File: config.mk
export PLATFORM = sky130hd
export DESIGN_NAME = dual_adc_range_ctrl
export DESIGN_NICKNAME = d
export VERILOG_FILES = /design/src/rtl/rx_pkg.sv /design/src/rtl/rx_cfg_decode.sv /design/src/rtl/rx_level.sv /design/src/rtl/rx_timer.sv /design/src/rtl/dual_adc_range_ctrl.sv
export SDC_FILE = /design/constraint.sdc
export NUM_CORES = 1
export LEC_CHECK = 0
export CAP_MARGIN = 5
export CORE_UTILIZATION = 54
export DETAILED_ROUTE_END_ITERATION = 7
export PLACE_DENSITY = 0.87
export SYNTH_ARGS = -nofsm -noshare
export SYNTH_HDL_FRONTEND = slang
export SYNTH_SLANG_ARGS = --single-unit
File: constraint.sdc
create_clock -name clk -period 7.13 [get_ports clk]
set_input_delay 2.139 -clock clk [delete_from_list [all_inputs] [get_ports clk]]
set_output_delay 2.139 -clock clk [all_outputs]
set_load 0.01 [all_outputs]
File: src/rtl/rx_pkg.sv
package rx_pkg;
    localparam int GAIN_W   = 3;
    localparam int CODE_W   = 4;
    localparam int CFG_W    = 23;
    localparam logic [GAIN_W-1:0] TOP_LVL = 3'd4;

    typedef enum logic [1:0] {
        ST_WATCH,
        ST_FALL_HOLD,
        ST_FALL_SETTLE,
        ST_RISE_SETTLE
    } rx_state_t;
endpackage

File: src/rtl/rx_cfg_decode.sv
module rx_cfg_decode
    import rx_pkg::*;
(
    input  logic [CFG_W-1:0]  cfg,
    output logic [CODE_W-1:0] t1_code,
    output logic [CODE_W-1:0] t2_code,
    output logic [CODE_W-1:0] lo_code,
    output logic [CODE_W-1:0] hi_code,
    output logic [GAIN_W-1:0] min_lvl,
    output logic [GAIN_W-1:0] max_lvl,
    output logic              pd_en
);
    always_comb begin
        t1_code = cfg[3:0];
        t2_code = cfg[7:4];
        lo_code = cfg[11:8];
        hi_code = cfg[15:12];
        min_lvl = GAIN_W'(cfg[17:16]);
        max_lvl = GAIN_W'(cfg[21:20]) + GAIN_W'(1);
        pd_en   = cfg[22];
    end
endmodule

File: src/rtl/rx_level.sv
module rx_level #(
    parameter int SAMPLE_W = 18,
    parameter int CODE_W   = 4,
    parameter int HI_SHIFT = 12,
    parameter int HI_OFS   = 2048,
    parameter int LO_SHIFT = 10
) (
    input  logic [SAMPLE_W-1:0] smp,
    input  logic [CODE_W-1:0]   hi_code,
    input  logic [CODE_W-1:0]   lo_code,
    output logic                is_high,
    output logic                is_low
);
    logic [SAMPLE_W-1:0] mag;
    logic [SAMPLE_W-1:0] hi_thr;
    logic [SAMPLE_W-1:0] lo_thr;

    always_comb begin
        mag     = smp[SAMPLE_W-1] ? (~smp + SAMPLE_W'(1)) : smp;
        hi_thr  = (SAMPLE_W'(hi_code) << HI_SHIFT) + SAMPLE_W'(HI_OFS);
        lo_thr  = SAMPLE_W'(lo_code) << LO_SHIFT;
        is_high = mag > hi_thr;
        is_low  = mag < lo_thr;
    end
endmodule

File: src/rtl/rx_timer.sv
module rx_timer #(
    parameter int CODE_W     = 4,
    parameter int TICK_SHIFT = 8
) (
    input  logic              clk,
    input  logic              rst_n,
    input  logic              clr,
    input  logic              tick,
    input  logic [CODE_W-1:0] code,
    output logic              hit
);
    localparam int CNT_W = CODE_W + TICK_SHIFT;
    logic [CNT_W-1:0] cnt;

    assign hit = tick && (cnt == {code, {TICK_SHIFT{1'b1}}});

    always_ff @(posedge clk or negedge rst_n) begin
        if (!rst_n)
            cnt <= '0;
        else if (clr || hit)
            cnt <= '0;
        else if (tick)
            cnt <= cnt + CNT_W'(1);
    end
endmodule

File: src/rtl/dual_adc_range_ctrl.sv
module dual_adc_range_ctrl
    import rx_pkg::*;
#(
    parameter int SAMPLE_W   = 18,
    parameter int TICK_SHIFT = 8
) (
    input  logic                clk,
    input  logic                rst_n,
    input  logic                en,
    input  logic                smp_vld,
    input  logic [SAMPLE_W-1:0] smp,
    input  logic [CFG_W-1:0]    cfg,
    output logic                sel_b,
    output logic [GAIN_W-1:0]   gain_a,
    output logic [GAIN_W-1:0]   gain_b,
    output logic                idle_pwr
);
    localparam int NCH = 2;

    logic [CODE_W-1:0] t1_code, t2_code, lo_code, hi_code;
    logic [GAIN_W-1:0] min_lvl, max_lvl;
    logic              pd_en;
    logic              is_high, is_low;

    rx_cfg_decode u_dec (
        .cfg(cfg), .t1_code(t1_code), .t2_code(t2_code), .lo_code(lo_code),
        .hi_code(hi_code), .min_lvl(min_lvl), .max_lvl(max_lvl), .pd_en(pd_en)
    );

    rx_level #(.SAMPLE_W(SAMPLE_W), .CODE_W(CODE_W)) u_lvl (
        .smp(smp), .hi_code(hi_code), .lo_code(lo_code),
        .is_high(is_high), .is_low(is_low)
    );

    rx_state_t         state, nxt;
    logic [GAIN_W-1:0] gain_q [NCH];
    logic [GAIN_W-1:0] act_lvl, idl_lvl, up_tgt, dn_tgt, preset_val;
    logic              up_ok, dn_ok, do_preset, do_switch;
    logic              t_tick, t_clr, t_hit;
    logic [CODE_W-1:0] t_code;

    assign t_code = (state == ST_FALL_HOLD) ? t1_code : t2_code;
    assign t_tick = smp_vld && (state != ST_WATCH);
    assign t_clr  = !en || (nxt != state);

    rx_timer #(.CODE_W(CODE_W), .TICK_SHIFT(TICK_SHIFT)) u_tmr (
        .clk(clk), .rst_n(rst_n), .clr(t_clr), .tick(t_tick),
        .code(t_code), .hit(t_hit)
    );

    always_comb begin
        act_lvl = gain_q[sel_b];
        idl_lvl = gain_q[~sel_b];
        up_tgt  = act_lvl + GAIN_W'(1);
        dn_tgt  = act_lvl - GAIN_W'(1);
        up_ok   = act_lvl < max_lvl;
        dn_ok   = act_lvl > min_lvl;
    end

    // next state and handover actions
    always_comb begin
        nxt        = state;
        do_preset  = 1'b0;
        do_switch  = 1'b0;
        preset_val = up_tgt;
        unique case (state)
            ST_WATCH: begin
                if (smp_vld && is_high && dn_ok) begin          // start_rise
                    do_preset  = 1'b1;
                    preset_val = dn_tgt;
                    nxt        = ST_RISE_SETTLE;
                end else if (smp_vld && is_low && up_ok) begin  // start_fall
                    nxt = ST_FALL_HOLD;
                end
            end
            ST_FALL_HOLD: begin
                if (smp_vld && (!is_low || !up_ok)) begin       // fall_abort
                    nxt = ST_WATCH;
                end else if (t_hit) begin
                    if (idl_lvl == up_tgt) begin                // fall_direct
                        do_switch = 1'b1;
                        nxt       = ST_WATCH;
                    end else begin                              // fall_preset
                        do_preset = 1'b1;
                        nxt       = ST_FALL_SETTLE;
                    end
                end
            end
            ST_FALL_SETTLE: begin
                if (smp_vld && !is_low) begin                   // fall_abort
                    nxt = ST_WATCH;
                end else if (t_hit) begin                       // fall_switch
                    do_switch = 1'b1;
                    nxt       = ST_WATCH;
                end
            end
            ST_RISE_SETTLE: begin
                if (smp_vld && !is_high) begin                  // rise_abort
                    nxt = ST_WATCH;
                end else if (t_hit) begin                       // rise_switch
                    do_switch = 1'b1;
                    nxt       = ST_WATCH;
                end
            end
            default: nxt = ST_WATCH;
        endcase
        if (!en) begin
            nxt       = ST_WATCH;
            do_preset = 1'b0;
            do_switch = 1'b0;
        end
    end

    // state register
    always_ff @(posedge clk or negedge rst_n) begin
        if (!rst_n) state <= ST_WATCH;
        else        state <= nxt;
    end

    // outputs: active select and per-channel gains
    always_ff @(posedge clk or negedge rst_n) begin
        if (!rst_n)         sel_b <= 1'b0;
        else if (!en)       sel_b <= 1'b0;
        else if (do_switch) sel_b <= ~sel_b;
    end

    for (genvar ch = 0; ch < NCH; ch++) begin : g_ch
        always_ff @(posedge clk or negedge rst_n) begin
            if (!rst_n)
                gain_q[ch] <= TOP_LVL;
            else if (!en)
                gain_q[ch] <= max_lvl;
            else if (do_preset && (sel_b != 1'(ch)))
                gain_q[ch] <= preset_val;
        end
    end

    assign gain_a   = gain_q[0];
    assign gain_b   = gain_q[1];
    assign idle_pwr = !en || !pd_en ||
                      (state == ST_FALL_SETTLE) || (state == ST_RISE_SETTLE);
endmodule

==> results of run 1 <==
-- per-stage QoR --
step           total power (W)  cells
5_1_grt               0.000636    351
4_1_cts               0.000593    351
3_3_place_gp          0.000503    347
2_1_floorplan         0.000401    257
3_5_place_dp          0.000513    347
6_report              0.000591    351
-- area by class of cell --
class / instances / share of cell area, %
multi-input cells: 203 / 54.1
flip-flops and latches: 21 / 19.6
repair buffers: 53 / 19.4
inverters: 22 / 3.06
well taps: 48 / 2.23
clock buffers: 4 / 1.67
-- sequential cells by signal, summed over array words and instances, names as in the netlist --
name and count:
gain_a 3, gain_b 3, sel_b 1, state 2, u_tmr.cnt 12
-- power groups by stage --
stage	sequential [W]	combinational, W	clock (W)
2_1_floorplan	0.000174	0.000226	0
3_3_place_gp	0.000173	0.000329	0
3_5_place_dp	0.000175	0.000338	0
4_1_cts	0.000173	0.000341	0.0000787
5_1_grt	0.000177	0.000375	0.0000840
6_report	0.000173	0.000341	0.0000773
-- kinds of logic after synthesis --
kind of cell	after synthesis	share of synthesized area, %
adder cells (fa/ha/maj)	14	8.26
AND/OR/NAND/NOR	94	24.8
buffers and inverters	33	6.43
XOR/XNOR	22	9.09
flip-flops	21	24.9
multiplexers	11	5.31
AO/OA/AOI/OAI	62	21.2
-- routing by layer --
layer	global-route usage [%]	wire [um]	part of all wire (%)	vias up
li1	-	-	-	1045
met1	32.5	2340	46	987
met2	47.4	2470	49	58
met3	3.35	219	4.3	2
met4	4.17	20	0.40	0
met5	0	0	0	-
-- worst max path at each step --
stage                   end  depth (start not counted)  slack (ns)
6_report       u_tmr.cnt[7]                         12        0.86
5_1_grt        u_tmr.cnt[8]                         12        0.57
4_1_cts        u_tmr.cnt[7]                         12        0.91
3_5_place_dp   u_tmr.cnt[7]                         12        0.62
3_3_place_gp   u_tmr.cnt[8]                         12        0.70
2_1_floorplan  u_tmr.cnt[9]                         14        1.49
-- critical path, delay by kind of cell --
kind            cells  cell delay, ns
simple gates        3            1.85
compound gates      6            1.59
buf+inv             1            0.40
fa+ha+maj           1            0.29
xor+xnor            1            0.19
-- cell usage after synthesis, drive strengths merged (2+ instances only) --
library cell  number  area [um^2]
dfstp              2         52.6
a211o              3         27.5
a22o               2         20.0
mux2i              9         90.1
a31oi              4         25.0
nand4b             2         17.5
o211ai             4         30.0
xor2               3         26.3
nand4             16          100
inv               21         78.8
dfrtp             19          475
mux2               2         22.5
nor3               8         40.0
buf                3         23.8
o31ai              3         22.5
or3                4         25.0
and2               3         18.8
nand3             11         55.1
nor2              12         45.0
or4                6         60.1
o2111ai            2         17.5
a21oi             23          160
nor4               5         31.3
nand3b             2         15.0
nand2             17         63.8
o21ai              9         45.0
xnor2             19          166
nor2b              2         12.5
nand2b             2         12.5
o21a               4         30.0
ha                14          175
clkbuf             8         30.0
==> run summary, run 1 <==
==================================================================================================
Antenna violations before repair                                                                 0
Type of element launching the critical path                                             input port
Die X                                                                                      64.7 um
Library cell contributing the largest single delay on the critical path                      or4_4
Post-DP HPWL                                                                               3910 um
PortBufs                                                                                        50
Final-report hold violation count                                                                0
Most frequent cells in the layout                                                     clkdlybuf4s50_1, inv_1, xnor2_1, dfrtp_1, nand2_1
Post-CTS Setup Repair Bufs                                                                       0
Vias per Instance                                                                             5.96
Number of top-level pins                                                                        53
Maximum frequency from static timing analysis                                              159 MHz
Worst setup timing slack at the placement stage                                           0.625 ns
Effective utilization at floorplan                                                           57.0%
Slowest stage delay, CP                                                                    0.65 ns
Mean cell area of the mapped netlist                                                     8.25 um^2
Total die area                                                                        0.00418 mm^2
Fill cell total of the finished layout                                                         304
Min-Delay Startpoint                                                                     gain_b[2]
Power Internal                                                                          0.000345 W
Drt wl/cell                                                                                14.4 um
Post-route setup slack                                                                    0.860 ns
Sequential Area                                                                           528 um^2
Total wirelength of the detailed-routed design                                             5050 um
Final Util                                                                                   72.6%
Area of combinational cells with multiple inputs                                      0.00146 mm^2
Vert. Die Dim                                                                              64.7 um
First-pass detailed-route iteration total                                                        4
Worst r2r src                                                                             state[1]
HP Class                                                                                   reg2reg
Maximum number of pins on one net before global-route repair                                    22
Setup violation total in the final timing report                                                 0
Max FO, Critical Path                                                                           12
Post-route cell area                                                                  0.00270 mm^2
Buffers from clock root to sink, at most                                                         2
Final worst-path cycle share                                                                 87.9%
Setup repair after global routing missed its margin                                          false
Number of maximum-capacitance constraint violations                                              0
Antenna Violating Nets Remaining                                                                 0
Leak Pwr                                                                                   1.09 nW
Hold buffers post-CTS                                                                            0
Number of cells on the worst reg-to-reg path                                                     8
Cell area after synthesis                                                             0.00212 mm^2
Data required time at the worst endpoint                                                   7.32 ns
Clock root buffer master                                                                  clkbuf_8
ANT cells                                                                                        0
Cell Rows                                                                                       22
Number of max-slew violations in the final report                                                0
Terminus of the critical flop-to-flop path                                               gain_b[0]
Part of the power in combinational logic                                                     57.6%
Number of nets in the synthesized netlist                                                      316
Setup skew after layout                                                                  0.0103 ns
Critical path startpoint                                                                    smp[4]
Cells along the critical path                                                         clkdlybuf4s50_1, or4_4, or4_1, o31ai_1, xnor2_1, ha_1, a21oi_1, o211ai_1, o21ai_0, o211ai_1, or4_4, a21oi_1
Final weighted congestion in routability-driven placement                                    0.855
Number of unique standard cell types used by synthesis                                          51
Clock tree from TritonCTS                                                                     done
GR Overflow Total                                                                                0
Worst-Margin Slew                                                                         0.917 ns
Clk network pwr share                                                                        13.1%
Power dissipated by switching net loads                                                 0.000246 W
Sink count of the clock tree                                                                    21
Total routing resource utilization after global routing                                      25.8%
Worst Hold Depth                                                                                 2
Headroom to the max-slew limit                                                               38.7%
Dpl cell area                                                                         0.00265 mm^2
Sum of negative setup slack                                                                   0 ns
Classification of the worst setup path                                                      in2reg
Post-synth EDFFs                                                                                 0
Clock insertion delay at the later pin of the skew report                                  0.26 ns
Clock transition time at the flip-flop clock pins of the worst setup and hold paths        0.08 ns
Post-cts sizing count                                                                            0
Worst hold slack                                                                          0.513 ns
Wire length of the first global-routing pass                                               8670 um
Floorplan core area                                                                   0.00372 mm^2
Synth Register Bits                                                                             21
Critical path capture point type                                                         flip-flop
Power per cell area                                                                    219 mW/mm^2
Total clock buffers created by CTS                                                               3
Share of cells above drive strength 1                                                        10.6%
Part of the total power dissipated in sequential elements                                    29.3%
Cell count after synthesis                                                                     257
Most common flop cell mapped by yosys                                                      dfrtp_1
Final #Nets                                                                                    363
Warnings from Yosys                                                                              0
Share of flip-flops with an asynchronous set or reset after synthesis                         100%
Initial drt markers                                                                            156
Switching share of total power                                                               41.6%
Capture endpoint of the worst hold path                                                  gain_b[2]
Vias in the first global route                                                                1977
Most frequent standard cell in the layout excluding fill and tap cells                clkdlybuf4s50_1
Final min period                                                                           6.27 ns
Setup slack of the most critical reg-to-reg path                                           3.46 ns
Share of synthesized area occupied by flip-flops and latches                                 24.9%
Area delta synth->final                                                                      27.3%
Worst ir drop on vdd                                                                        184 uV
DRC violation count after routing                                                                0
Run status                                                                            finished, final reports clean
CTS HTree Levels                                                                                 1
Via Count                                                                                     2092
Critical path data arrival time                                                            6.46 ns
==================================================================================================
Power figures use the tool's default switching activity.
==> inputs of run 2 (changes only) <==
REMOVE_ABC_BUFFERS = 1   (was not set)
==> run summary, run 2 (synthesis results as in run 1) <==
==================================================================================================
Post-DP HPWL                                                                               3810 um   -2.7%
Worst ir drop on vdd                                                                        184 uV   about the same
CTS HTree Levels                                                                                 1   unchanged
Register with the most flip-flops                                                        u_tmr.cnt
Buffers from clock root to sink, at most                                                         2   unchanged
Setup violation total in the final timing report                                                 0   unchanged
Post-route setup slack                                                                    0.961 ns   +0.102 ns
Vias per Instance                                                                             5.88   -1.3%
Max FO, Critical Path                                                                           12   unchanged
Via Count                                                                                     2065   -1.3%
Maximum frequency from static timing analysis                                              162 MHz   +1.6%
Headroom to the max-slew limit                                                               37.2%   -1.5 points
Number of top-level pins                                                                        53   unchanged
PortBufs                                                                                        50   unchanged
Total clock buffers created by CTS                                                               3   unchanged
Most frequent cells in the layout                                                     clkdlybuf4s50_1, inv_1, xnor2_1, dfrtp_1, nand2_1
Total routing resource utilization after global routing                                      24.0%   -1.8 points
Effective utilization at floorplan                                                           57.0%   unchanged
Worst setup timing slack at the placement stage                                           0.663 ns   +0.0377 ns
Number of max-slew violations in the final report                                                0   unchanged
Sum of negative setup slack                                                                   0 ns   unchanged
Final worst-path cycle share                                                                 86.5%   -1.4 points
Total die area                                                                        0.00418 mm^2   unchanged
Fill cell total of the finished layout                                                         288   -5.3%
Total instance count after detailed placement                                                  347   unchanged
DRC violation count after routing                                                                0   unchanged
HP Class                                                                                   reg2reg
Final Util                                                                                   72.7%   about the same
Wire length of the first global-routing pass                                               8020 um   -7.5%
Die X                                                                                      64.7 um   unchanged
Final std cells w/o fill                                                                       351   unchanged
Most frequent standard cell in the layout excluding fill and tap cells                clkdlybuf4s50_1
Type of element launching the critical path                                             input port
Clock tree from TritonCTS                                                                     done
Area delta synth->final                                                                      27.4%   about the same
GR Overflow Total                                                                                0   unchanged
Critical path data arrival time                                                            6.36 ns   -0.10 ns
Cell Rows                                                                                       22   unchanged
Initial drt markers                                                                             87   -44%
Library cell contributing the largest single delay on the critical path                      or4_1
Cells along the critical path                                                         clkdlybuf4s50_1, or4_4, or4_1, o31ai_1, xnor2_1, ha_1, a21oi_1, o211ai_1, o21ai_0, o211ai_1, or4_4, a21oi_1
Critical path capture point type                                                         flip-flop
Dpl cell area                                                                         0.00265 mm^2   unchanged
Setup repair after global routing missed its margin                                          false
Sink count of the clock tree                                                                    21   unchanged
Antenna violations before repair                                                                 0   unchanged
Setup skew after layout                                                                 0.00702 ns   -0.00327 ns
Max reg flops                                                                                   12   unchanged
Post-route cell area                                                                  0.00270 mm^2   about the same
Antenna Violating Nets Remaining                                                                 0   unchanged
Final min period                                                                           6.17 ns   -0.102 ns
Power dissipated by switching net loads                                                 0.000243 W   -1.4%
Vias in the first global route                                                                1969   -0.40%
Floorplan core area                                                                   0.00372 mm^2   unchanged
Post-CTS Setup Repair Bufs                                                                       0   unchanged
Clock root buffer master                                                                  clkbuf_8
Part of the power in combinational logic                                                     57.7%   about the same
Power per cell area                                                                    217 mW/mm^2   -0.77%
Total wirelength of the detailed-routed design                                             4880 um   -3.4%
Clk network pwr share                                                                        13.1%   about the same
ANT cells                                                                                        0   unchanged
Share of cells above drive strength 1                                                        10.9%   +0.33 points
Worst-Margin Slew                                                                         0.940 ns   +0.0223 ns
Final weighted congestion in routability-driven placement                                    0.841   -1.7%
Vert. Die Dim                                                                              64.7 um   unchanged
Maximum number of pins on one net before global-route repair                                    22   unchanged
Clock insertion delay at the later pin of the skew report                                  0.26 ns   about the same
Slowest stage delay, CP                                                                    0.65 ns   about the same
Classification of the worst setup path                                                      in2reg
Power Internal                                                                          0.000345 W   -0.23%
Clock transition time at the flip-flop clock pins of the worst setup and hold paths        0.08 ns   about the same
Hold buffers post-CTS                                                                            0   unchanged
Post-cts sizing count                                                                            0   unchanged
Leak Pwr                                                                                   1.09 nW   +0.25%
Data required time at the worst endpoint                                                   7.32 ns   about the same
Final-report hold violation count                                                                0   unchanged
Number of maximum-capacitance constraint violations                                              0   unchanged
Switching share of total power                                                               41.3%   -0.29 points
Run status                                                                            finished, final reports clean
First-pass detailed-route iteration total                                                        4   unchanged
Part of the total power dissipated in sequential elements                                    29.2%   about the same
Drt wl/cell                                                                                13.9 um   -3.4%
Final #Nets                                                                                    363   unchanged
==================================================================================================
[run 2: cell types whose count changed in the layout (fill, tap and decap cells not counted)]
cell and change:
clkbuf_1 -1, clkinv_2 +1
[run 2: metal layers]
metal,up-vias,wire (um),global-route usage (%)
li1,1041,-,-
met5,-,0,0
met4,0,27,6.39
met3,2,221,1.94
met2,49,2490,46.2
met1,973,2140,28.2
[run 2: power by group through the flow]
stage | clock network (W) | registers [W] | logic, W
after CTS | 0.0000777 | 0.000171 | 0.000340
final | 0.0000770 | 0.000171 | 0.000339
after detailed placement | 0 | 0.000173 | 0.000337
after global placement | 0 | 0.000173 | 0.000331
after floorplan | 0 | 0.000177 | 0.000214
after global routing | 0.0000840 | 0.000176 | 0.000372
[run 2: path summary, 6_finish.rpt]
path / start / depth (start not counted) / to / slack, ns
worst max-delay path: smp[4] / 12 / u_tmr.cnt[8] / 0.96
worst min-delay path: gain_b[2] / 2 / gain_b[2] / 0.50
worst max register to register: state[1] / 8 / gain_b[0] / 3.48
worst min register to register: gain_b[2] / 2 / gain_b[2] / 0.50
max in group asynchronous: rst_n / 1 / gain_a[0] / 4.15
min in group asynchronous: rst_n / 1 / u_tmr.cnt[7] / 2.40
[run 2: critical path: cells and delay by family]
kind / cells / cell delay (ns)
fa+ha+maj: 1 / 0.30
xor+xnor: 1 / 0.20
buf+inv: 1 / 0.40
simple gates: 3 / 1.86
compound gates: 6 / 1.46
[run 2: stage by stage]
stage	power (W)	hold slack, ns
after floorplan	0.000391	0.488
after global placement	0.000504	0.484
after detailed placement	0.000510	0.488
after CTS	0.000589	0.500
after global routing	0.000632	0.521
final	0.000587	0.499
[run 2: layout make-up]
| type | count | area (um^2) | area share (%) |
|---|---|---|---|
| clock buffer | 3 | 41.3 | 1.53 |
| clock inverter | 1 | 5.00 | 0.185 |
| inverter | 22 | 82.6 | 3.06 |
| multi-input combinational | 203 | 1460 | 54.1 |
| sequential | 21 | 528 | 19.6 |
| tap | 48 | 60.1 | 2.22 |
| timing repair buffer | 53 | 523 | 19.4 |
==> inputs of run 3 (changes only) <==
--- a/config.mk
+++ b/config.mk
@@ -9,4 +9,5 @@
 export CORE_UTILIZATION = 54
 export DETAILED_ROUTE_END_ITERATION = 7
+export GPL_TIMING_DRIVEN = 0
 export PLACE_DENSITY = 0.87
 export REMOVE_ABC_BUFFERS = 1
==> constraint.sdc (replaced) <==
create_clock -name clk -period 7.82 [get_ports clk]
set_input_delay 2.346 -clock clk [delete_from_list [all_inputs] [get_ports clk]]
set_output_delay 2.346 -clock clk [all_outputs]
set_load 0.005 [all_outputs]
==> run summary, run 3 (synthesis results as in run 1) <==
==================================================================================================
Run status                                                                            finished, final reports clean
Clock tree from TritonCTS                                                                     done
Number of maximum-capacitance constraint violations                                              0   unchanged
Post-DP HPWL                                                                               3790 um   -0.55%
HP Class                                                                                   reg2reg
Sum of negative setup slack                                                                   0 ns   unchanged
Via Count                                                                                     2043   -1.1%
Clock transition time at the flip-flop clock pins of the worst setup and hold paths        0.07 ns   about the same
Number of top-level pins                                                                        53   unchanged
Most frequent standard cell in the layout excluding fill and tap cells                clkdlybuf4s50_1
Most frequent cells in the layout                                                     clkdlybuf4s50_1, inv_1, xnor2_1, dfrtp_1, nand2_1
First-pass detailed-route iteration total                                                        4   unchanged
Max FO, Critical Path                                                                            7   -5
Total power consumption of the routed design                                            0.000533 W   -9.2%
Vias in the first global route                                                                1941   -1.4%
Die X                                                                                      64.7 um   unchanged
Total clock buffers created by CTS                                                               3   unchanged
Area delta synth->final                                                                      26.9%
Setup skew after layout                                                                 0.00373 ns   -0.00328 ns
Hold buffers post-CTS                                                                            0   unchanged
Leak Pwr                                                                                   1.09 nW   -0.72%
Number of max-slew violations in the final report                                                0   unchanged
Clock insertion delay at the later pin of the skew report                                  0.25 ns   about the same
Maximum number of pins on one net before global-route repair                                    22   unchanged
Power per cell area                                                                    198 mW/mm^2   -8.8%
ANT cells                                                                                        0   unchanged
Max reg flops                                                                                   12   unchanged
Final-report hold violation count                                                                0   unchanged
Critical path capture point type                                                         flip-flop
PortBufs                                                                                        50   unchanged
Maximum frequency from static timing analysis                                              148 MHz
Vias per Instance                                                                             5.85   -0.50%
Final weighted congestion in routability-driven placement                                    0.833   -0.97%
Setup violation total in the final timing report                                                 0   unchanged
Final min period                                                                           6.75 ns
Total routing resource utilization after global routing                                      24.0%   -0.055 points
Floorplan core area                                                                   0.00372 mm^2   unchanged
Worst hold slack                                                                          0.514 ns   +0.0152 ns
Headroom to the max-slew limit                                                               37.6%   +0.41 points
Setup repair after global routing missed its margin                                          false
Fill cell total of the finished layout                                                         298   +3.5%
Drt wl/cell                                                                                13.9 um   -0.29%
Post-CTS Setup Repair Bufs                                                                       0   unchanged
Worst ir drop on vdd                                                                        150 uV   -18%
Antenna Violating Nets Remaining                                                                 0   unchanged
Buffers from clock root to sink, at most                                                         2   unchanged
Sink count of the clock tree                                                                    21   unchanged
Effective utilization at floorplan                                                           57.0%   unchanged
Cell Rows                                                                                       22   unchanged
Initial drt markers                                                                             91   +4.6%
Register with the most flip-flops                                                        u_tmr.cnt
Wire length of the first global-routing pass                                               8160 um   +1.6%
Classification of the worst setup path                                                      in2reg
Total wirelength of the detailed-routed design                                             4830 um   -0.86%
Antenna violations before repair                                                                 0   unchanged
Final worst-path cycle share                                                                 86.3%
CTS HTree Levels                                                                                 1   unchanged
DRC violation count after routing                                                                0   unchanged
Post-cts sizing count                                                                            0   unchanged
Final #Nets                                                                                    361   -0.55%
Share of cells above drive strength 1                                                        10.3%   -0.59 points
Worst-Margin Slew                                                                         0.935 ns   -0.00422 ns
Data required time at the worst endpoint                                                   7.96 ns   +0.64 ns
Vert. Die Dim                                                                              64.7 um   unchanged
Total die area                                                                        0.00418 mm^2   unchanged
Clock root buffer master                                                                  clkbuf_8
Critical path data arrival time                                                            6.88 ns   +0.52 ns
GR Overflow Total                                                                                0   unchanged
Type of element launching the critical path                                             input port
==================================================================================================
## run 3: cell count changes in the layout (fill, tap and decap cells not counted), sizes merged
| cell | previous run | this run |
|---|---|---|
| buf | 3 | 1 |
## run 3: path summary, 6_finish.rpt
path	startpoint	slack, ns	cells after the start	endpoint
setup / recovery	smp[4]	1.07	13	u_tmr.cnt[7]
hold / removal	gain_b[2]	0.51	2	gain_b[2]
setup reg to reg	state[1]	4.24	8	gain_b[0]
hold reg to reg	gain_b[2]	0.51	2	gain_b[2]
max in group asynchronous	rst_n	4.69	1	gain_b[0]
min in group asynchronous	rst_n	2.59	1	u_tmr.cnt[9]
## run 3: final cells by class
cell class	count	area (um^2)	share of cell area [%]
sequential	21	528	19.6
inverter	22	82.6	3.07
multi-input combinational	203	1460	54.3
tap	48	60.1	2.23
clock inverter	1	5.00	0.186
timing repair buffer	51	512	19.0
clock buffer	3	41.3	1.54
## run 3: metrics by stage
step	instances	cell area, um^2	worst slack, ns	utilization [%]
5_1_grt	349	2690	0.781	72.4
6_report	349	2690	1.07	72.4
3_5_place_dp	345	2640	0.835	71.1
3_3_place_gp	344	2630	-0.0175	70.7
4_1_cts	349	2690	1.09	72.4
2_1_floorplan	246	2070	1.13	-
## run 3: where the power goes
| part | switching, W | internal, W | total (W) |
|---|---|---|---|
| combinational | 0.000159 | 0.000148 | 0.000307 |
| sequential | 0.0000256 | 0.000132 | 0.000158 |
| clock | 0.0000334 | 0.0000354 | 0.0000688 |
## run 3: worst max-delay path: stages
cell and delay [ns]:
clkdlybuf4s50_1 0.40, or4_4 0.56, or4_1 0.67, o31ai_1 0.32, xnor2_1 0.20, ha_1 0.30, a21oi_1 0.20, o211ai_1 0.13
o21ai_0 0.50, o211ai_1 0.23, o31ai_2 0.73, buf_6 0.23, a21oi_1 0.07
## run 3: metal layers
metal	global-route usage (%)	routed length, um	vias to the layer above
met3	1.76	143	2
met5	0	0	-
met4	4.44	15	0
met1	30.7	2290	957
li1	-	-	1045
met2	44.1	2390	39
